$ cat src/rtl/stk_inc_pkg.sv
package stk_inc_pkg;
  localparam int BYTE_W = 8;

  typedef enum logic [2:0] {
    ST_IDLE,
    ST_CP_RD,
    ST_CP_WR,
    ST_RD,
    ST_LD,
    ST_WR,
    ST_FIN
  } step_e;

  // byte plus one; bit BYTE_W is the carry out
  function automatic logic [BYTE_W:0] byte_inc(input logic [BYTE_W-1:0] v);
    return {1'b0, v} + {{BYTE_W{1'b0}}, 1'b1};
  endfunction

  // pointer growth applied by an accepted start
  function automatic int unsigned sp_growth(input logic keep);
    return keep ? 2 : 0;
  endfunction
endpackage

$ cat src/rtl/stk_inc_ctrl.sv
module stk_inc_ctrl
  import stk_inc_pkg::*;
(
  input  logic  clk,
  input  logic  rst_n,
  input  logic  start_i,
  input  logic  keep_i,
  input  logic  wrap_i,
  output step_e step_o,
  output logic  cp_idx_o,
  output logic  hi_pass_o,
  output logic  accept_o,
  output logic  busy_o
);
  step_e step_q, step_d;
  logic  cp_idx_q, hi_pass_q;

  assign accept_o = (step_q == ST_IDLE) && start_i;
  assign busy_o   = (step_q != ST_IDLE);

  always_comb begin
    step_d = step_q;
    unique case (step_q)
      ST_IDLE:  if (start_i) step_d = keep_i ? ST_CP_RD : ST_RD;
      ST_CP_RD: step_d = ST_CP_WR;
      ST_CP_WR: step_d = cp_idx_q ? ST_RD : ST_CP_RD;
      ST_RD:    step_d = ST_LD;
      ST_LD:    step_d = ST_WR;
      ST_WR:    step_d = (!hi_pass_q && wrap_i) ? ST_RD : ST_FIN;
      ST_FIN:   step_d = ST_IDLE;
      default:  step_d = ST_IDLE;
    endcase
  end

  always_ff @(posedge clk) begin
    if (!rst_n) begin
      step_q    <= ST_IDLE;
      cp_idx_q  <= 1'b0;
      hi_pass_q <= 1'b0;
    end else begin
      step_q <= step_d;
      if (accept_o) begin
        cp_idx_q  <= 1'b0;
        hi_pass_q <= 1'b0;
      end else begin
        if (step_q == ST_CP_WR) cp_idx_q <= 1'b1;
        if (step_q == ST_WR && !hi_pass_q && wrap_i) hi_pass_q <= 1'b1;
      end
    end
  end

  assign step_o    = step_q;
  assign cp_idx_o  = cp_idx_q;
  assign hi_pass_o = hi_pass_q;
endmodule

$ cat src/rtl/stk_inc_alu.sv
module stk_inc_alu
  import stk_inc_pkg::*;
(
  input  logic              clk,
  input  logic              rst_n,
  input  logic              clr_i,
  input  logic              load_i,
  input  logic              commit_i,
  input  logic              hi_pass_i,
  input  logic [BYTE_W-1:0] rdata_i,
  output logic [BYTE_W-1:0] sum_o,
  output logic              wrap_o,
  output logic              ovf_o
);
  logic [BYTE_W-1:0] cnt_q;
  logic              ovf_q;
  logic [BYTE_W:0]   inc_w;

  assign inc_w  = byte_inc(cnt_q);
  assign sum_o  = inc_w[BYTE_W-1:0];
  assign wrap_o = inc_w[BYTE_W];

  always_ff @(posedge clk) begin
    if (!rst_n) begin
      cnt_q <= '0;
      ovf_q <= 1'b0;
    end else if (clr_i) begin
      cnt_q <= '0;
      ovf_q <= 1'b0;
    end else begin
      if (load_i) cnt_q <= rdata_i;
      if (commit_i && !hi_pass_i && wrap_o) ovf_q <= 1'b1;
    end
  end

  assign ovf_o = ovf_q;
endmodule

$ cat src/rtl/stk_inc_addr.sv
module stk_inc_addr
  import stk_inc_pkg::*;
#(
  parameter int PTR_W = 8
) (
  input  logic             clk,
  input  logic             rst_n,
  input  logic             accept_i,
  input  logic             keep_i,
  input  logic [PTR_W-1:0] sp_i,
  input  step_e            step_i,
  input  logic             cp_idx_i,
  input  logic             hi_pass_i,
  output logic [PTR_W-1:0] addr_o,
  output logic [PTR_W-1:0] sp_o
);
  localparam logic [PTR_W-1:0] ONE = PTR_W'(1);
  localparam logic [PTR_W-1:0] TWO = PTR_W'(2);

  logic [PTR_W-1:0] base_q, wp_q;
  logic [PTR_W-1:0] cp_off, hi_off;

  assign cp_off = cp_idx_i  ? ONE : '0;
  assign hi_off = hi_pass_i ? ONE : '0;

  always_ff @(posedge clk) begin
    if (!rst_n) begin
      base_q <= '0;
      wp_q   <= '0;
    end else if (accept_i) begin
      base_q <= sp_i;
      wp_q   <= sp_i + PTR_W'(sp_growth(keep_i));
    end
  end

  always_comb begin
    unique case (step_i)
      ST_CP_RD:            addr_o = base_q - TWO + cp_off;
      ST_CP_WR:            addr_o = base_q + cp_off;
      ST_RD, ST_LD, ST_WR: addr_o = wp_q - ONE - hi_off;
      default:             addr_o = wp_q;
    endcase
  end

  assign sp_o = wp_q;
endmodule

$ cat src/rtl/stk_inc_unit.sv
module stk_inc_unit
  import stk_inc_pkg::*;
#(
  parameter int PTR_W = 8
) (
  input  logic              clk,
  input  logic              rst_n,
  input  logic              start_i,
  input  logic              keep_i,
  input  logic [PTR_W-1:0]  sp_i,
  output logic [PTR_W-1:0]  ram_addr_o,
  output logic [BYTE_W-1:0] ram_wdata_o,
  output logic              ram_we_o,
  input  logic [BYTE_W-1:0] ram_rdata_i,
  output logic [PTR_W-1:0]  sp_o,
  output logic              done_o
);
  step_e             step_w;
  logic              cp_idx_w, hi_pass_w, accept_w, busy_w;
  logic              wrap_w, ovf_w;
  logic [BYTE_W-1:0] sum_w;
  logic              copy_wr_w, inc_wr_w;

  assign copy_wr_w = (step_w == ST_CP_WR);
  assign inc_wr_w  = (step_w == ST_WR);

  stk_inc_ctrl u_ctrl (
    .clk       (clk),
    .rst_n     (rst_n),
    .start_i   (start_i),
    .keep_i    (keep_i),
    .wrap_i    (wrap_w),
    .step_o    (step_w),
    .cp_idx_o  (cp_idx_w),
    .hi_pass_o (hi_pass_w),
    .accept_o  (accept_w),
    .busy_o    (busy_w)
  );

  stk_inc_alu u_alu (
    .clk       (clk),
    .rst_n     (rst_n),
    .clr_i     (accept_w),
    .load_i    (step_w == ST_LD),
    .commit_i  (inc_wr_w),
    .hi_pass_i (hi_pass_w),
    .rdata_i   (ram_rdata_i),
    .sum_o     (sum_w),
    .wrap_o    (wrap_w),
    .ovf_o     (ovf_w)
  );

  stk_inc_addr #(.PTR_W(PTR_W)) u_addr (
    .clk       (clk),
    .rst_n     (rst_n),
    .accept_i  (accept_w),
    .keep_i    (keep_i),
    .sp_i      (sp_i),
    .step_i    (step_w),
    .cp_idx_i  (cp_idx_w),
    .hi_pass_i (hi_pass_w),
    .addr_o    (ram_addr_o),
    .sp_o      (sp_o)
  );

  assign ram_we_o    = copy_wr_w || inc_wr_w;
  assign ram_wdata_o = copy_wr_w ? ram_rdata_i : sum_w;
  assign done_o      = (step_w == ST_FIN);
endmodule

$ cat config.mk
export PLATFORM = sky130hd
export DESIGN_NAME = stk_inc_unit
export DESIGN_NICKNAME = d
export VERILOG_FILES = /design/src/rtl/stk_inc_pkg.sv /design/src/rtl/stk_inc_ctrl.sv /design/src/rtl/stk_inc_alu.sv /design/src/rtl/stk_inc_addr.sv /design/src/rtl/stk_inc_unit.sv
export SDC_FILE = /design/constraint.sdc
export NUM_CORES = 1
export LEC_CHECK = 0
export ABC_AREA = 1
export BUFFER_PORTS_ARGS = -buffer_cell sky130_fd_sc_hd__buf_2
export CAP_MARGIN = 40
export CORE_MARGIN = 8
export CORE_UTILIZATION = 45
export CTS_BUF_LIST = sky130_fd_sc_hd__clkbuf_8
export CTS_CLUSTER_DIAMETER = 100
export DETAILED_ROUTE_END_ITERATION = 8
export PLACE_DENSITY_LB_ADDON = 0.15
export SETUP_SLACK_MARGIN = 0.3
export SLEW_MARGIN = 20
export SYNTH_ARGS = -nofsm -noshare
export SYNTH_HDL_FRONTEND = slang
export SYNTH_HIERARCHICAL = 1
export SYNTH_SLANG_ARGS = --single-unit
$ cat constraint.sdc
create_clock -name clk -period 1.9 [get_ports clk]
set_clock_uncertainty 0.05 [all_clocks]
set_input_delay 0.38 -clock clk [delete_from_list [all_inputs] [get_ports clk]]
set_output_delay 0.38 -clock clk [all_outputs]
set_load 0.01 [all_outputs]
-- Word level (Yosys, flattened, before mapping)
Cells that the tools add are included.
- flip-flop bits (word level): 29
- output and inout bits: 26
- logic and storage cells: 40
- input bits: 20
- $add $sub $neg: 7
- muxes and demuxes: 10
- reductions and logical operators: 9
- bitwise operators: 1
- equal/unequal tests: 7
- operators with widths (kind ; number):
    8-bit adder ; 3
    8-bit case mux with 3 select lines ; 1
    3-bit case mux with 6 select lines ; 1
    8-bit by 1-bit adder with 9-bit output, second input constant ; 1
    3-bit == test, second input constant ; 3
    8-bit 2-to-1 mux ; 1
    8-bit by 1-bit subtractor with 8-bit output, second input constant ; 1
    8-bit by 2-bit subtractor with 8-bit output, second input constant ; 1
    8-bit subtractor ; 1
    3-bit by 2-bit == test with 1-bit output, second input constant ; 2
    2-bit 2-to-1 mux ; 3
    3-bit 2-to-1 mux ; 2
    1-bit logical AND ; 4
    3-bit by 1-bit == test with 1-bit output, second input constant ; 1
    3-bit zero test ; 1
    3-bit OR reduction ; 1
    1-bit 2-to-1 mux ; 2
    2-bit != test, second input constant ; 1
    2-bit OR reduction ; 1
    1-bit zero test ; 1
    1-bit logical OR ; 1
    1-bit inverter ; 1

-- Logic depth before layout (Yosys ltp)
- word-level depth: 4
- gate-level depth with buffers: 10

-- Hierarchy
The synthesis kept the hierarchy.
- by module, submodules not included (module ; cells each ; area an instance (um2) ; seq. area each (um2) ; times used):
    stk_inc_addr ; 208 ; 1266.2 ; 300.3 ; 1
    stk_inc_alu ; 65 ; 479.2 ; 180.2 ; 1
    stk_inc_ctrl ; 34 ; 227.7 ; 100.1 ; 1
    stk_inc_unit ; 35 ; 191.4 ; 0.0 ; 1

-- Worst setup path before layout
OpenSTA, ideal clock, no wires.
- path kind: flip-flop to output port
- start point: register u_addr.base_q[0]
- end point: output ram_addr_o[4]
- arrival time: 1.355 ns
- setup slack: 0.115 ns
- stages on the path, launching flop included: 10
- data required time: 1.470 ns
- path through: dfxtp_1 ha_1 inv_1 ha_1 inv_1 nor2_1 inv_1 o21bai_1 nand3_1 nand4_1
- word-level cells in the longest chain between the ends: 3
- RTL lines (element ; line ; source):
    start: declaration ; stk_inc_addr.sv:20 ; logic [PTR_W-1:0] base_q, wp_q;
    start signal: assignment ; stk_inc_addr.sv:31 ; base_q <= sp_i;
    8-bit by 2-bit subtractor with 8-bit output ; stk_inc_addr.sv:38 ; ST_CP_RD: addr_o = base_q - TWO + cp_off;
    8-bit adder ; stk_inc_addr.sv:38 ;
    8-bit case mux with 3 select lines * ; stk_inc_addr.sv:37 ; unique case (step_i)
    end: declaration ; stk_inc_unit.sv:11 ; output logic [PTR_W-1:0] ram_addr_o,
Every way passes the cells marked *; elsewhere a longest branch is shown, timed or not.

-- Worst setup path after layout
Same ends and word-level chain as after synthesis.

==> results by group <==
Power and ir drop
  – Power per cell area: 605 nW/um^2
  – Seq pwr share: 35.5%
  – Combinational fraction of design power: 46.1%
  – Pint: 1220 uW
  – Switch share: 39.4%
  – Clock share of power: 18.4%
  – VDD IR max: 0.351 mV
  – Net Switching: 791 uW
  – Static leakage: 0.00149 uW

Logic synthesis
  – Syn_area_per_cell: 6.36 um^2
  – Synthesized area: 2100 um^2
  – Synthesized Nets: 360
  – YS warnings: 6
  – Synth Instances: 331

STA
  – WHS: 291 ps
  – Final critical-path required period: 2080 ps
  – Tcrit/Tclk final: 110%
  – Max-slew headroom: 80.3%
  – Fin Setup TNS: -1010 ps
  – FMAX: 480 MHz
  – Final Slew Violations: 0
  – Final setup violation count: 7
  – Endpoints failing hold: 0
  – Worst Slack Setup Final: -183 ps
  – Slew at the pin closest to its max-slew limit: 293 ps
  – RSZ-0062 raised after global routing: true

Setup path
  – Critical path depth: 10
  – CP max-delay cell: dfxtp_4
  – RR Endpoint: u_alu/cnt_q[7]
  – Crit end category: output port
  – Critical path data arrival time: 1650 ps
  – R2r startpoint: u_ctrl/step_o[1]
  – Flop2flop setup slack: 180 ps
  – CP bufs+invs: 4
  – Crit-path cells: ha_4, inv_4, ha_4, inv_2, nor2_4, inv_2, o21bai_1, nand3_1, nand4_1, buf_2
  – Crit path from: u_addr/base_q[0]
  – Worst path max stage delay: 390 ps
  – Worst setup SP type: register
  – Worst reg2reg path depth: 10
  – CP max FO: 5
  – CP delay by family, top: flip-flops
  – Crit Path Class: reg2out
  – Crit path to: ram_addr_o[4]
  – Worst EP required: 1470 ps

GRT
  – First-pass GRT wire length: 10800 um
  – Gr ovfl total: 0
  – Antenna violations before repair: 0
  – Total global-route track usage: 17.9%
  – Vias in the first global route: 2432
  – Largest net degree at the start of global routing: 25

Final layout
  – Final-stage net count: 446
  – Layout cells sized above 1: 46.2%
  – Antenna cell count: 0
  – Fill cells: 366
  – Layout area overhead: 57.7%

Routing
  – DRT iter0 DRCs: 120
  – Wire length per cell: 15.3 um
  – Detailed-route wire length: 7200 um
  – Vias: 2532
  – Post-route ant nets: 0
  – Pre-antenna DRT Iters: 4
  – Via density: 5.39
  – DRC viols: 0

Floorplan
  – Initial Utilization: 45.5%
  – Rows: 25
  – Core footprint: 4630 um^2
  – Die W: 84.4 um
  – Die Y: 84.4 um
  – Die ar.: 7120 um^2
  – I/O pin count: 46

CTS
  – Root buffer cell: clkbuf_8
  – H-tree level count: 1
  – CTS clock-pin slew for the worst setup and hold paths: 90 ps
  – Bufs on Longest Clock Path: 2
  – CTS tree: yes
  – Clk Latency, worst-skew pair: 270 ps
  – CTS Buf Count: 3
  – CTS sink count: 28

Placed design
  – RD Place Congestion: 0.833
  – Dpl hpwl: 4550 um
  – IO buf count: 45

Hold path
  – Class of the worst hold path: in2reg

Outcome
  – Violations in the final reports: setup timing
  – Status: finished with violations

Job
  – Max-cap viol count: 0
==> metal layers <==
metal	wire length [um]	share of wire (%)	track usage, %
met1	2940	41	21.0
met2	3760	52	32.3
met3	329	4.6	2.83
met4	171	2.4	5.02
met5	0	0	0
==> flip-flops by register name, indices dropped and copies added (netlist names) <==
| signal | cells |
|---|---|
| u_addr/base_q | 8 |
| u_addr/sp_o | 7 |
| u_alu/cnt_q | 8 |
| u_ctrl/cp_idx_o | 1 |
| u_ctrl/hi_pass_o | 1 |
| u_ctrl/step_o | 3 |
==> metrics by stage <==
step | instance area [um^2] | total power, uW | setup WS (ps) | cells | util, %
3_3_place_gp | 2460 | 1340 | 117 | 430 | 53.2
3_5_place_dp | 2460 | 1350 | 82.9 | 430 | 53.2
4_1_cts | 2840 | 1830 | -192 | 448 | 61.2
5_1_grt | 3320 | 2130 | -298 | 470 | 71.7
2_1_floorplan | 2170 | 1140 | 272 | 331 | -
6_report | 3320 | 2010 | -183 | 470 | 71.7
==> repair_timing <==
item	4_1_cts	5_1_grt
resized for setup	64	83
hold buffers	0	0
setup endpoints to repair	19	35
buffers inserted	12	19
cloned	2	3
pin swaps	16	35
==> layout by cell type (no fill, tap or decap), types with 15 or more instances in the layout <==
cell     count
nand2_1     57
buf_2       45
inv_1       35
nand3_1     29
buf_4       23
nor2_1      21
dfxtp_1     17
nand4_1     15
==> how the worst min path moves through the flow <==
stage	slack (ps)	depth (start not counted)	end	start
2_1_floorplan	400	2	u_ctrl/hi_pass_o	u_ctrl/hi_pass_o
3_3_place_gp	410	2	u_ctrl/hi_pass_o	u_ctrl/hi_pass_o
3_5_place_dp	420	2	u_ctrl/hi_pass_o	u_ctrl/hi_pass_o
4_1_cts	280	3	u_addr/base_q[0]	sp_i[0]
5_1_grt	310	3	u_alu/cnt_q[2]	ram_rdata_i[2]
6_report	290	3	u_alu/cnt_q[2]	ram_rdata_i[2]
==> worst min-delay path, stage by stage <==
cell and delay, ps:
buf_2 100, nand2_1 50, a21oi_1 50
==> layout make-up <==
type                    count  area, um^2  share of cell area [%]
flip-flops and latches     28         587                    17.7
well taps                  54        67.6                    2.04
clock buffers               4        55.1                    1.66
repair inverters            2        13.8                   0.415
repair buffers             84         644                    19.4
multi-input cells         245        1710                    51.4
inverters                  53         244                    7.35
==> power by group through the flow <==
stage / sequential [uW] / clock [uW] / combinational [uW]
finish: 713 / 370 / 926
floorplan: 711 / 0 / 428
CTS: 702 / 377 / 749
detailed placement: 711 / 0 / 644
global route: 721 / 396 / 1010
global placement: 710 / 0 / 634
(Power assumes the default switching activity.)
